`config.mk`:
```
export PLATFORM = sky130hd
export DESIGN_NAME = sbr_rom_read
export DESIGN_NICKNAME = d
export VERILOG_FILES = /design/src/rtl/sbr_pkg.sv /design/src/rtl/sbr_mode_reg.sv /design/src/rtl/sbr_burst_seq.sv /design/src/rtl/sbr_rom_array.sv /design/src/rtl/sbr_rom_read.sv
export SDC_FILE = /design/constraint.sdc
export NUM_CORES = 1
export LEC_CHECK = 0
export ABC_AREA = 1
export CELL_PAD_IN_SITES_DETAIL_PLACEMENT = 1
export CELL_PAD_IN_SITES_GLOBAL_PLACEMENT = 1
export CORE_MARGIN = 2
export CORE_UTILIZATION = 44
export DETAILED_ROUTE_END_ITERATION = 12
export MAX_ROUTING_LAYER = met4
export PLACE_DENSITY_LB_ADDON = 0.1
export SETUP_SLACK_MARGIN = 0.02
export SYNTH_ARGS = -nofsm -noshare
export SYNTH_HDL_FRONTEND = slang
export SYNTH_SLANG_ARGS = --single-unit
export TNS_END_PERCENT = 20
```
`constraint.sdc`:
```
create_clock -name clk_i -period 4.2 [get_ports clk_i]
set_clock_uncertainty 0.15 [all_clocks]
set_input_delay 1.26 -clock clk_i [delete_from_list [all_inputs] [get_ports clk_i]]
set_output_delay 1.26 -clock clk_i [all_outputs]
set_load 0.02 [all_outputs]
```
`src/rtl/sbr_pkg.sv`:
```
package sbr_pkg;
  typedef enum logic [1:0] {CMD_NOP, CMD_ACT, CMD_RD, CMD_MRS} cmd_e;

  typedef struct packed {
    logic [2:0] cl;
    logic       bl8;
    logic       ilv;
    logic       rcd2;
  } mode_t;

  localparam mode_t MODE_RST = '{cl: 3'd6, bl8: 1'b0, ilv: 1'b0, rcd2: 1'b1};
  localparam logic [2:0] BL4_CODE = 3'b010;
  localparam logic [2:0] BL8_CODE = 3'b011;

  function automatic cmd_e decode_cmd(logic cs_n, logic ras_n, logic cas_n, logic ms_n);
    if (cs_n) return CMD_NOP;
    case ({ras_n, cas_n, ms_n})
      3'b011:  return CMD_ACT;
      3'b101:  return CMD_RD;
      3'b110:  return CMD_MRS;
      default: return CMD_NOP;
    endcase
  endfunction
endpackage

```
`src/rtl/sbr_mode_reg.sv`:
```
module sbr_mode_reg import sbr_pkg::*; (
  input  logic       clk_i,
  input  logic       rst_ni,
  input  logic       load_i,
  input  logic [7:0] field_i,
  output mode_t      mode_o
);
  always_ff @(posedge clk_i or negedge rst_ni) begin
    if (!rst_ni) begin
      mode_o <= MODE_RST;
    end else if (load_i) begin
      if (field_i[2:0] == BL4_CODE)      mode_o.bl8 <= 1'b0;
      else if (field_i[2:0] == BL8_CODE) mode_o.bl8 <= 1'b1;
      if (field_i[6:4] >= 3'd4 && field_i[6:4] <= 3'd6) mode_o.cl <= field_i[6:4];
      mode_o.ilv  <= field_i[3];
      mode_o.rcd2 <= field_i[7];
    end
  end
endmodule

```
`src/rtl/sbr_burst_seq.sv`:
```
module sbr_burst_seq #(
  parameter int CW = 9
) (
  input  logic          clk_i,
  input  logic          rst_ni,
  input  logic          en_i,
  input  logic          start_i,
  input  logic [2:0]    cl_i,
  input  logic          bl8_i,
  input  logic          ilv_i,
  input  logic          wide_i,
  input  logic [CW-1:0] col_i,
  output logic          beat_o,
  output logic          wide_o,
  output logic [CW-1:0] col_o
);
  localparam int BB = 3;

  logic          pend_q, run_q, bl8_q, ilv_q;
  logic [2:0]    dly_q;
  logic [BB-1:0] idx_q;
  logic [CW-1:0] col_q;
  logic [BB-1:0] idx_now, mask, base, low;

  assign idx_now = pend_q ? '0 : idx_q;
  assign mask    = bl8_q ? 3'd7 : 3'd3;
  assign base    = col_q[BB-1:0] & mask;
  assign low     = ilv_q ? (base ^ idx_now) : ((base + idx_now) & mask);
  assign col_o   = {col_q[CW-1:BB], (col_q[BB-1:0] & ~mask) | low};
  assign beat_o  = en_i && ((pend_q && dly_q == 3'd1) || run_q);

  always_ff @(posedge clk_i or negedge rst_ni) begin
    if (!rst_ni) begin
      pend_q <= 1'b0;
      run_q  <= 1'b0;
      dly_q  <= '0;
      idx_q  <= '0;
      col_q  <= '0;
      bl8_q  <= 1'b0;
      ilv_q  <= 1'b0;
      wide_o <= 1'b1;
    end else if (en_i) begin
      if (start_i) begin
        pend_q <= 1'b1;
        run_q  <= 1'b0;
        dly_q  <= cl_i - 3'd1;
        idx_q  <= '0;
        col_q  <= col_i;
        bl8_q  <= bl8_i;
        ilv_q  <= ilv_i;
        wide_o <= wide_i;
      end else if (pend_q) begin
        if (dly_q == 3'd1) begin
          pend_q <= 1'b0;
          run_q  <= 1'b1;
          idx_q  <= 3'd1;
        end else begin
          dly_q <= dly_q - 3'd1;
        end
      end else if (run_q) begin
        if (idx_q == mask) run_q <= 1'b0;
        idx_q <= idx_q + 3'd1;
      end
    end
  end
endmodule

```
`src/rtl/sbr_rom_array.sv`:
```
module sbr_rom_array #(
  parameter int ROW_W  = 13,
  parameter int COL_W  = 8,
  parameter int DATA_W = 32
) (
  input  logic [ROW_W-1:0]  row_i,
  input  logic [COL_W-1:0]  col_i,
  output logic [DATA_W-1:0] word_o
);
  localparam int PAD_W = DATA_W - ROW_W - 2 * COL_W;
  localparam logic [COL_W-1:0] SALT = {(COL_W / 2){2'b01}};

  generate
    if (PAD_W > 0) begin : g_pad
      assign word_o = {{PAD_W{1'b0}}, row_i, col_i ^ SALT, col_i};
    end else begin : g_nopad
      assign word_o = {row_i, col_i ^ SALT, col_i};
    end
  endgenerate
endmodule

```
`src/rtl/sbr_rom_read.sv`:
```
module sbr_rom_read import sbr_pkg::*; #(
  parameter int ROW_W  = 13,
  parameter int COL_W  = 8,
  parameter int DATA_W = 32
) (
  input  logic              clk_i,
  input  logic              rst_ni,
  input  logic              cke_i,
  input  logic              cs_ni,
  input  logic              ras_ni,
  input  logic              cas_ni,
  input  logic              mset_ni,
  input  logic [ROW_W-1:0]  addr_i,
  input  logic              dqm_i,
  input  logic              wide_i,
  output logic [DATA_W-1:0] dq_o,
  output logic [1:0]        dq_oe_o,
  output logic              err_o
);
  localparam int CW   = COL_W + 1;
  localparam int HALF = DATA_W / 2;

  logic              cke_q, en;
  cmd_e              cmd;
  mode_t             mode;
  logic [ROW_W-1:0]  row_q, rd_row_q;
  logic              row_open_q, rcd_wait_q, rd_ok;
  logic [CW-1:0]     col_in, beat_col;
  logic              beat, beat_wide;
  logic [COL_W-1:0]  word_col;
  logic [DATA_W-1:0] word, dq_q;
  logic              valid_q, wide_out_q, dqm1_q, dqm2_q;

  assign en  = cke_q;
  assign cmd = decode_cmd(cs_ni, ras_ni, cas_ni, mset_ni);

  always_ff @(posedge clk_i or negedge rst_ni) begin
    if (!rst_ni) cke_q <= 1'b1;
    else         cke_q <= cke_i;
  end

  sbr_mode_reg i_mode (
    .clk_i  (clk_i),
    .rst_ni (rst_ni),
    .load_i (en && cmd == CMD_MRS),
    .field_i(addr_i[7:0]),
    .mode_o (mode)
  );

  assign rd_ok = en && cmd == CMD_RD && row_open_q && !rcd_wait_q;

  always_ff @(posedge clk_i or negedge rst_ni) begin
    if (!rst_ni) begin
      row_q      <= '0;
      rd_row_q   <= '0;
      row_open_q <= 1'b0;
      rcd_wait_q <= 1'b0;
      err_o      <= 1'b0;
    end else begin
      err_o <= en && cmd == CMD_RD && !rd_ok;
      if (en) begin
        if (cmd == CMD_ACT) begin
          row_q      <= addr_i;
          row_open_q <= 1'b1;
          rcd_wait_q <= mode.rcd2;
        end else begin
          rcd_wait_q <= 1'b0;
        end
        if (rd_ok) rd_row_q <= row_q;
      end
    end
  end

  assign col_in = wide_i ? {1'b0, addr_i[COL_W-1:0]} : addr_i[CW-1:0];

  sbr_burst_seq #(.CW(CW)) i_seq (
    .clk_i  (clk_i),
    .rst_ni (rst_ni),
    .en_i   (en),
    .start_i(rd_ok),
    .cl_i   (mode.cl),
    .bl8_i  (mode.bl8),
    .ilv_i  (mode.ilv),
    .wide_i (wide_i),
    .col_i  (col_in),
    .beat_o (beat),
    .wide_o (beat_wide),
    .col_o  (beat_col)
  );

  assign word_col = beat_wide ? beat_col[COL_W-1:0] : beat_col[CW-1:1];

  sbr_rom_array #(.ROW_W(ROW_W), .COL_W(COL_W), .DATA_W(DATA_W)) i_array (
    .row_i (rd_row_q),
    .col_i (word_col),
    .word_o(word)
  );

  always_ff @(posedge clk_i or negedge rst_ni) begin
    if (!rst_ni) begin
      valid_q    <= 1'b0;
      wide_out_q <= 1'b0;
      dq_q       <= '0;
      dqm1_q     <= 1'b0;
      dqm2_q     <= 1'b0;
    end else if (en) begin
      valid_q <= beat;
      dqm1_q  <= dqm_i;
      dqm2_q  <= dqm1_q;
      if (beat) begin
        wide_out_q <= beat_wide;
        if (beat_wide)        dq_q <= word;
        else if (beat_col[0]) dq_q <= {{HALF{1'b0}}, word[DATA_W-1:HALF]};
        else                  dq_q <= {{HALF{1'b0}}, word[HALF-1:0]};
      end
    end
  end

  assign dq_oe_o = {valid_q && !dqm2_q && wide_out_q, valid_q && !dqm2_q};
  assign dq_o    = dq_oe_o[0] ? dq_q : '0;
endmodule

```
# Word-level counts from Yosys, hierarchy flattened

Index checks and enable logic that the tools add are counted.

Add/sub/neg operators: 4
Order comparisons: 2
Eq/ne operators: 12
Muxes and demuxes: 30
Bitwise operators: 7
Reduce and logical (&&, ||, !) cells: 25

Operator list:

| operator            | number |
|---|---|
| $mux 32             | 1 |
| $mux 3              | 10 |
| $mux 29             | 1 |
| $mux 16             | 1 |
| $mux 1              | 12 |
| $reduce_and 2->1    | 6 |
| $logic_and 1x1->1   | 10 |
| $and 3x3->3         | 3 |
| $eq 3x2->1 const B  | 3 |
| $mux 9              | 1 |
| $mux 8              | 1 |
| $eq 3x3->1 const B  | 2 |
| $pmux 2 s3          | 1 |
| $reduce_and 3->1    | 2 |
| $sub 3x1->3 const B | 2 |
| $eq 2x2->1 const B  | 2 |
| $mux 2              | 2 |
| $not 4->4           | 1 |
| $reduce_bool 2->1   | 2 |
| $add 3x1->3 const B | 1 |
| $add 3x3->3         | 1 |
| $eq 3x1->1 const B  | 1 |
| $eq 3x3->1          | 1 |
| $ge 3x3->1 const B  | 1 |
| 10 further kinds    | 12 |

Register bits: 92
Bits of input ports: 22
Output and inout bits: 35
Logic and storage cells: 103

# Longest topological paths before layout

Gate-level depths: netlist (run 1).

Depth in word-level cells: 10
Mapped depth: 12
Gate-level depth less buffers: 12

# By module

Synthesis (run 1) repeated with hierarchy kept, for this count alone.

Cell total of the unflattened synthesis: 571
Area total of the unflattened synthesis: 4757.1 µm²

By module, submodules not included:

| module        | instances | cells an instance | area each (µm²) | seq. area each (µm²) |
|---|---|---|---|---|
| sbr_rom_read  | 1         | 372               | 3095.5          | 1652.8 |
| sbr_burst_seq | 1         | 137               | 1181.1          | 501.7 |
| sbr_mode_reg  | 1         | 29                | 251.5           | 153.9 |
| sbr_rom_array | 1         | 33                | 229.0           | 0.0 |

# Least setup slack after synthesis (run 1)

No wires, ideal clock.

Path type: flip-flop to output port
From: reg dqm2_q
To: out dq_o[0]
Arrival time: 1.315 ns
Data required time: 2.790 ns
Path slack: 1.475 ns
Cell stages (with the launch flop): 5
Buffers on the path: 1
Path through: dfrtp_1 -> nor2_1 -> inv_1 -> clkbuf_1 -> nor2_1

Longest elaborated chain between the ends: 3

RTL lines:

| element                | line                | RTL |
|---|---|---|
| from (decl)            | sbr_rom_read.sv:32  | `logic valid_q, wide_out_q, dqm1_q, dqm2_q;` |
| from (signal assigned) | sbr_rom_read.sv:109 | `dqm2_q <= dqm1_q;` |
| $logic_not 1->1        | sbr_rom_read.sv:119 | `assign dq_oe_o = {valid_q && !dqm2_q && wide_out_q, valid_q && !dqm2_q};` |
| $logic_and 1x1->1      | sbr_rom_read.sv:119 |  |
| net dq_oe_o[0]         | sbr_rom_read.sv:17  | `output logic [1:0] dq_oe_o,` |
| $mux 32                | sbr_rom_read.sv:120 | `assign dq_o = dq_oe_o[0] ? dq_q : '0;` |
| to (decl)              | sbr_rom_read.sv:16  | `output logic [DATA_W-1:0] dq_o,` |

The timed path passes the listed nets, and every way through them passes these cells.

# Worst setup path after layout (run 1)

From: reg valid_q
To: out dq_o[12]

Longest elaborated chain between the ends: 2

RTL lines:

| element                | line                | RTL |
|---|---|---|
| from (decl)            | sbr_rom_read.sv:32  |  |
| from (signal assigned) | sbr_rom_read.sv:107 | `valid_q <= beat;` |
| $logic_and 1x1->1      | sbr_rom_read.sv:119 |  |
| $mux 32                | sbr_rom_read.sv:120 |  |

Every way passes these cells.

==> impl_metrics.json, run 1 <==
{
  "outcome": "finished, final reports clean",
  "ant_nets": 0,
  "drc": 0,
  "syn2layout_area_growth_pct": 19.1,
  "hold_depth": 2,
  "cts.sinks": 89,
  "syn_area_um2": 4090,
  "async_reset_ff_share_pct": 100,
  "pin_count": 57,
  "critPathKind": "reg -> out",
  "drtIter0Drc": 148,
  "hold_viol": 0,
  "diodes": 0,
  "grt_max_degree": 89,
  "critPathMaxStageDelay_ns": 0.59,
  "wl_mm": 9.59,
  "cts_hold_buf": 0,
  "syn_avg_cell_area_um2": 8.37,
  "worst_pin_slew_ns": 1.12,
  "powerDensity_nw_per_um2": 596,
  "hold_end": "row_open_q$_DFFE_PN0P_",
  "insertion_delay_ns": 0.36,
  "hp-start": "row_open_q$_DFFE_PN0P_",
  "post-place-ws_ns": 0.921,
  "cap_violations": 0,
  "startpoint_type": "register",
  "cts_inserted_buffers": 9,
  "avgViaCountPerCell": 5.06,
  "cp-end-kind": "primary output",
  "worstHoldPathType": "reg -> reg",
  "crit-reg2reg-launch": "cke_q$_DFF_PN1_",
  "globalplace.congestion": 0.837,
  "via_count": 3299,
  "layout.nets": 565,
  "worstPathRequired_ns": 2.79,
  "cts_tree": "built",
  "grt_pass1_vias": 3370,
  "die_area_um2": 10100,
  "drive_gt1_share_pct": 6.28,
  "synth_edf_count": 0,
  "setup_slack_ns": 0.657,
  "ys.flop_type": "dfrtp_1",
  "critPathTopFamily": "buffers and inverters",
  "htreeDepth": 3,
  "grt.total_usage_pct": 21.6,
  "dr.pass1.iters": 4,
  "root_buffer": "clkbuf_8",
  "cellLeakagePower_nw": 2.34,
  "die_w_um": 100,
  "yosysTopAreaCellShare_pct": 51.5,
  "placementRows": 35,
  "relSlewSlack_pct": 25.5,
  "crit_path_top_delay_cell": "inv_1",
  "antenna_found_initial": 0,
  "ir_drop_mv": 0.253,
  "grt_pass1_wl_mm": 16.6,
  "synth.distinct_cells": 36,
  "io_buffer_count": 53,
  "ys_seq_area_share_pct": 54.7,
  "path_cells": "inv_1, nor2_1, inv_1, nor2_1, clkdlybuf4s50_1",
  "period_minus_slack_ns": 3.54,
  "avgRoutedWirePerCell_um": 14.7,
  "synth.ff_latch_count": 89,
  "arrival_ns": 2.13,
  "dieHeight_um": 100,
  "fmax_mhz": 282,
  "rr_endpoint": "dq_q[17]$_DFFE_PN0P_",
  "fillCellCount": 1105,
  "core-area_um2": 9110,
  "start_util_pct": 44.8,
  "path_max_fanout": 30,
  "path_clk_slew_ns": 0.10,
  "setup_viol": 0,
  "r2r_cells": 6,
  "synth.largest_area_cell": "dfrtp_1",
  "rsz0062_at_grt": "no",
  "setup_tns_ns": 0,
  "grt.overflow.total": 0,
  "timing.critical_path.buf_inv": 3,
  "ys_warn_count": 0,
  "synth.area.top_cells": "dfrtp_1 51%, nand2_1 8.1%, o21ai_0 8.0%, inv_1 7.9%, nor2_1 5.4%",
  "cts_repair_resize_count": 0,
  "final_cell_area_um2": 4860,
  "synthCells": 488,
  "clk_path_buf_depth": 2,
  "cts_setup_buffers": 0,
  "dpl_cell_area_um2": 4670,
  "finalMaxSlewViolations": 0,
  "reg2reg_slack_ns": 1.96,
  "dp_hpwl_mm": 7.01,
  "post-route-period-util_pct": 84.4
}
metrics by stage:
stage	util, %	hold WS, ns	power (mW)	std cells
6_report	53.4	0.319	2.90	652
2_1_floorplan	-	0.271	1.97	490
5_1_grt	53.4	0.373	3.15	652
3_3_place_gp	51.2	0.286	2.28	636
3_5_place_dp	51.2	0.307	2.35	636
4_1_cts	53.4	0.331	2.93	652
tightest hold or removal path, stage by stage, from the launching register on:
cell,delay [ns]
dfrtp_1,0.34
inv_1,0.05
nand2_1,0.06
sequential cells by signal, indices dropped and copies added, names as in the netlist, 3 cells and up:
signal / flops
dq_q: 29
rd_row_q: 13
row_q: 13
i_seq.col_q: 9
i_mode.mode_o: 6
i_seq.dly_q: 3
i_seq.idx_q: 3
cells in the mapped netlist (5+ instances only):
| cell | count |
|---|---|
| nand2_1 | 88 |
| inv_1 | 86 |
| dfrtp_1 | 84 |
| o21ai_0 | 65 |
| nor2_1 | 59 |
| nand3_1 | 16 |
| a21oi_1 | 14 |
| clkbuf_1 | 9 |
| o22ai_1 | 9 |
| o21ai_1 | 7 |
| buf_2 | 6 |
| ha_1 | 6 |
| dfstp_2 | 5 |
cell usage in the layout, fill, tap and decap left out, types with 2 or more instances in the layout:
| master | count |
|---|---|
| o22ai_1 | 9 |
| o21ai_0 | 65 |
| conb_1 | 3 |
| inv_2 | 2 |
| buf_4 | 4 |
| o211ai_1 | 2 |
| ha_1 | 6 |
| a21oi_1 | 14 |
| clkdlybuf4s50_1 | 52 |
| nand3_1 | 16 |
| clkbuf_8 | 9 |
| inv_8 | 2 |
| nor3_1 | 4 |
| nand2_1 | 88 |
| clkinv_4 | 2 |
| nor2_1 | 59 |
| o21ai_1 | 7 |
| a22oi_1 | 3 |
| dfstp_2 | 5 |
| nand2_2 | 2 |
| inv_1 | 86 |
| dfrtp_1 | 84 |
area by class of cell:
class / count / area, um2 / share of cell area, %
Sequential cell: 89 / 2230 / 45.9
Multi-Input combinational cell: 292 / 1420 / 29.1
Timing Repair Buffer: 56 / 551 / 11.3
Inverter: 88 / 330 / 6.79
Tap cell: 111 / 139 / 2.85
Clock buffer: 9 / 124 / 2.55
Clock inverter: 7 / 72.6 / 1.49
routing by layer:
| metal | global-route usage [%] | part of all wire [%] | vias up |
|---|---|---|---|
| met2 | 33.0 | 47 | 53 |
| met1 | 30.1 | 49 | 1617 |
| li1 | - | - | 1613 |
| met4 | 7.38 | 1.8 | 0 |
| met3 | 2.58 | 2.3 | 16 |
| met5 | - | 0 | - |
worst max path at each step:
stage	startpoint	endpoint	slack, ns	cells after the start
CTS	valid_q$_DFFE_PN0P_	dq_o[10]	0.61	5
global placement	ras_ni	i_seq.idx_q[0]$_DFFE_PN0P_	1.05	9
detailed placement	ras_ni	i_seq.idx_q[0]$_DFFE_PN0P_	0.92	9
floorplan	dqm2_q$_DFFE_PN0P_	dq_o[0]	1.48	4
finish	valid_q$_DFFE_PN0P_	dq_o[12]	0.66	5
global route	valid_q$_DFFE_PN0P_	dq_o[10]	0.42	5
where the power goes:
| part | switching (mW) | internal, mW |
|---|---|---|
| clock network | 0.346 | 0.232 |
| registers | 0.163 | 1.14 |
| logic | 0.632 | 0.384 |
| total | 1.14 | 1.76 |
cell families after synthesis:
| family | synth area share [%] |
|---|---|
| AOI/OAI and AO/OA | 13.4 |
| xor gates and xnor gates | 0.429 |
| adders and majority gates | 2.33 |
| buffers and inverters | 10.9 |
| DFF | 54.7 |
| muxes | 0.367 |
| other | 0.0918 |
| and+or+nand+nor | 17.8 |
Note: power is estimated with default switching activity, not from simulation.
==> inputs of run 2 (changes only) <==
--- a/config.mk
+++ b/config.mk
@@ -9,7 +9,7 @@
 export CELL_PAD_IN_SITES_DETAIL_PLACEMENT = 1
 export CELL_PAD_IN_SITES_GLOBAL_PLACEMENT = 1
 export CORE_MARGIN = 2
-export CORE_UTILIZATION = 44
+export CORE_UTILIZATION = 41
 export DETAILED_ROUTE_END_ITERATION = 12
 export MAX_ROUTING_LAYER = met4
 export PLACE_DENSITY_LB_ADDON = 0.1
==> constraint.sdc (replaced) <==
create_clock -name clk_i -period 3.5 [get_ports clk_i]
set_clock_uncertainty 0.15 [all_clocks]
set_input_delay 1.05 -clock clk_i [delete_from_list [all_inputs] [get_ports clk_i]]
set_output_delay 1.05 -clock clk_i [all_outputs]
set_load 0.02 [all_outputs]
==> run 2 against run 1 <==
Net effect: die area rose by 7.0%; via count did not move; clock power rose by 13%; hold slack got worse by 0.0061 ns; core utilization fell by 3.1 points; power rose by 19%; sequential share of layout area fell by 0.26 points; sequential power rose by 20%; count of clock-buffer cells in the layout did not move; register-to-register slack got worse by 0.69 ns; non-clock buffer count rose by 1; combinational power rose by 20%; critical path type unchanged; highest routed layer unchanged.
==> impl_metrics.json, run 2 (synthesis results as in run 1) <==
{
  "post-place-ws_ns": 0.387,
  "cts_setup_buffers": 0,
  "start_util_pct": 42.0,
  "worstHoldPathType": "reg -> reg",
  "die_w_um": 104,
  "grt_pass1_vias": 3329,
  "clk_path_buf_depth": 2,
  "dieHeight_um": 104,
  "cts_inserted_buffers": 9,
  "grt_pass1_wl_mm": 16.7,
  "die_area_um2": 10800,
  "placementRows": 36,
  "setup_viol": 0,
  "rsz0062_at_grt": "no",
  "fmax_mhz": 318,
  "worstPathRequired_ns": 2.30,
  "antenna_found_initial": 0,
  "dpl_cell_area_um2": 4720,
  "insertion_delay_ns": 0.37,
  "dp_hpwl_mm": 7.16,
  "grt.overflow.total": 0,
  "grt_max_degree": 63,
  "cap_violations": 0,
  "ant_nets": 0,
  "finalMaxSlewViolations": 0,
  "wl_mm": 9.77,
  "period_minus_slack_ns": 3.14,
  "avgRoutedWirePerCell_um": 14.5,
  "cts_repair_resize_count": 0,
  "avgViaCountPerCell": 4.89,
  "p_sw_share_pct": 39.1,
  "arrival_ns": 1.94,
  "path_clk_slew_ns": 0.09,
  "outcome": "finished, final reports clean",
  "setup_tns_ns": 0,
  "io_buffer_count": 53,
  "layout_commonest_cell": "nand2_1",
  "top_regs": "dq_q (29), rd_row_q (13), row_q (13)",
  "diodes": 0,
  "layout_common_cells": "88 x nand2_1, 86 x inv_1, 84 x dfrtp_1",
  "layout.nets": 566,
  "reg2reg_slack_ns": 1.27,
  "critPathKind": "reg -> out",
  "syn2layout_area_growth_pct": 19.8,
  "powerDensity_nw_per_um2": 703,
  "placed_cells": 659,
  "p_switching_mw": 1.34,
  "setup_slack_ns": 0.359,
  "finalNonFillerCells": 675,
  "seq_power_share_pct": 45.4,
  "ir_drop_mv": 0.265,
  "worst_pin_slew_ns": 0.635,
  "cts.sinks": 89,
  "hold_viol": 0,
  "p_int_mw": 2.10,
  "drive_gt1_share_pct": 6.46,
  "globalplace.congestion": 0.783,
  "largest_reg_flops": 29,
  "startpoint_type": "register",
  "whs_ns": 0.313,
  "top_register": "dq_q",
  "cp-end-kind": "primary output",
  "post-route-period-util_pct": 89.7,
  "final_cell_area_um2": 4890,
  "core-area_um2": 9730,
  "dr.pass1.iters": 4,
  "cts_hold_buf": 0,
  "cts_tree": "built",
  "via_count": 3299,
  "drc": 0,
  "path_max_fanout": 30,
  "fin_util_pct": 50.3,
  "relSlewSlack_pct": 57.7,
  "drtIter0Drc": 144,
  "power_mw": 3.44,
  "htreeDepth": 3,
  "root_buffer": "clkbuf_8",
  "pwr-share-clk_pct": 19.0,
  "pin_count": 57,
  "grt.total_usage_pct": 20.1,
  "cellLeakagePower_nw": 2.34,
  "combinationalPowerShare_pct": 35.5
}
-- run 2: cell types whose count changed in the layout (fill, tap and decap cells not counted) --
cell,previous run,this run
inv_6,1,2
clkinv_8,1,0
clkinv_2,0,2
inv_8,2,0
buf_12,0,1
-- run 2: layout make-up --
type | instances | area, um2
Clock inverter | 7 | 52.6
Inverter | 88 | 330
Multi-Input combinational cell | 292 | 1420
Tap cell | 133 | 166
Fill cell | 1213 | 4840
Timing Repair Buffer | 57 | 571
Clock buffer | 9 | 124
Sequential cell | 89 | 2230
-- run 2: routing by layer --
layer | part of all wire (%) | vias up | global-route usage (%)
met5 | 0 | - | -
met4 | 1.4 | 0 | 5.12
met3 | 4.2 | 12 | 3.78
met2 | 46 | 69 | 30.8
met1 | 48 | 1603 | 27.7
li1 | - | 1615 | -
-- run 2: worst paths after layout --
kind,startpoint,end,cells past startpoint
max reg2reg,cke_q$_DFF_PN1_,dq_q[17]$_DFFE_PN0P_,6
max in group asynchronous,rst_ni,i_seq.wide_o$_DFFE_PN1P_,2
min reg2reg,row_open_q$_DFFE_PN0P_,row_open_q$_DFFE_PN0P_,2
max,dqm2_q$_DFFE_PN0P_,dq_o[27],5
min in group asynchronous,rst_ni,valid_q$_DFFE_PN0P_,1
min,row_open_q$_DFFE_PN0P_,row_open_q$_DFFE_PN0P_,2
-- run 2: power by group through the flow --
stage / clock [mW] / sequential (mW) / combinational [mW]
2_1_floorplan: 0 / 1.50 / 0.874
4_1_cts: 0.681 / 1.57 / 1.25
6_report: 0.654 / 1.56 / 1.22
5_1_grt: 0.728 / 1.61 / 1.42
3_5_place_dp: 0 / 1.59 / 1.24
3_3_place_gp: 0 / 1.57 / 1.18
-- run 2: critical path, stage by stage, from the launching register on --
cell and delay (ns):
dfrtp_1 0.39, nor2_1 0.15, inv_1 0.06, buf_4 0.22
nor2_1 0.14, clkdlybuf4s50_1 0.61
==> inputs of run 3 (changes only) <==
--- a/config.mk
+++ b/config.mk
@@ -17,4 +17,4 @@
 export SYNTH_ARGS = -nofsm -noshare
 export SYNTH_HDL_FRONTEND = slang
 export SYNTH_SLANG_ARGS = --single-unit
-export TNS_END_PERCENT = 20
+export TNS_END_PERCENT = 1
==> results of run 3 <==
The final DEF is identical to that of run 2; final timing and power are the same.
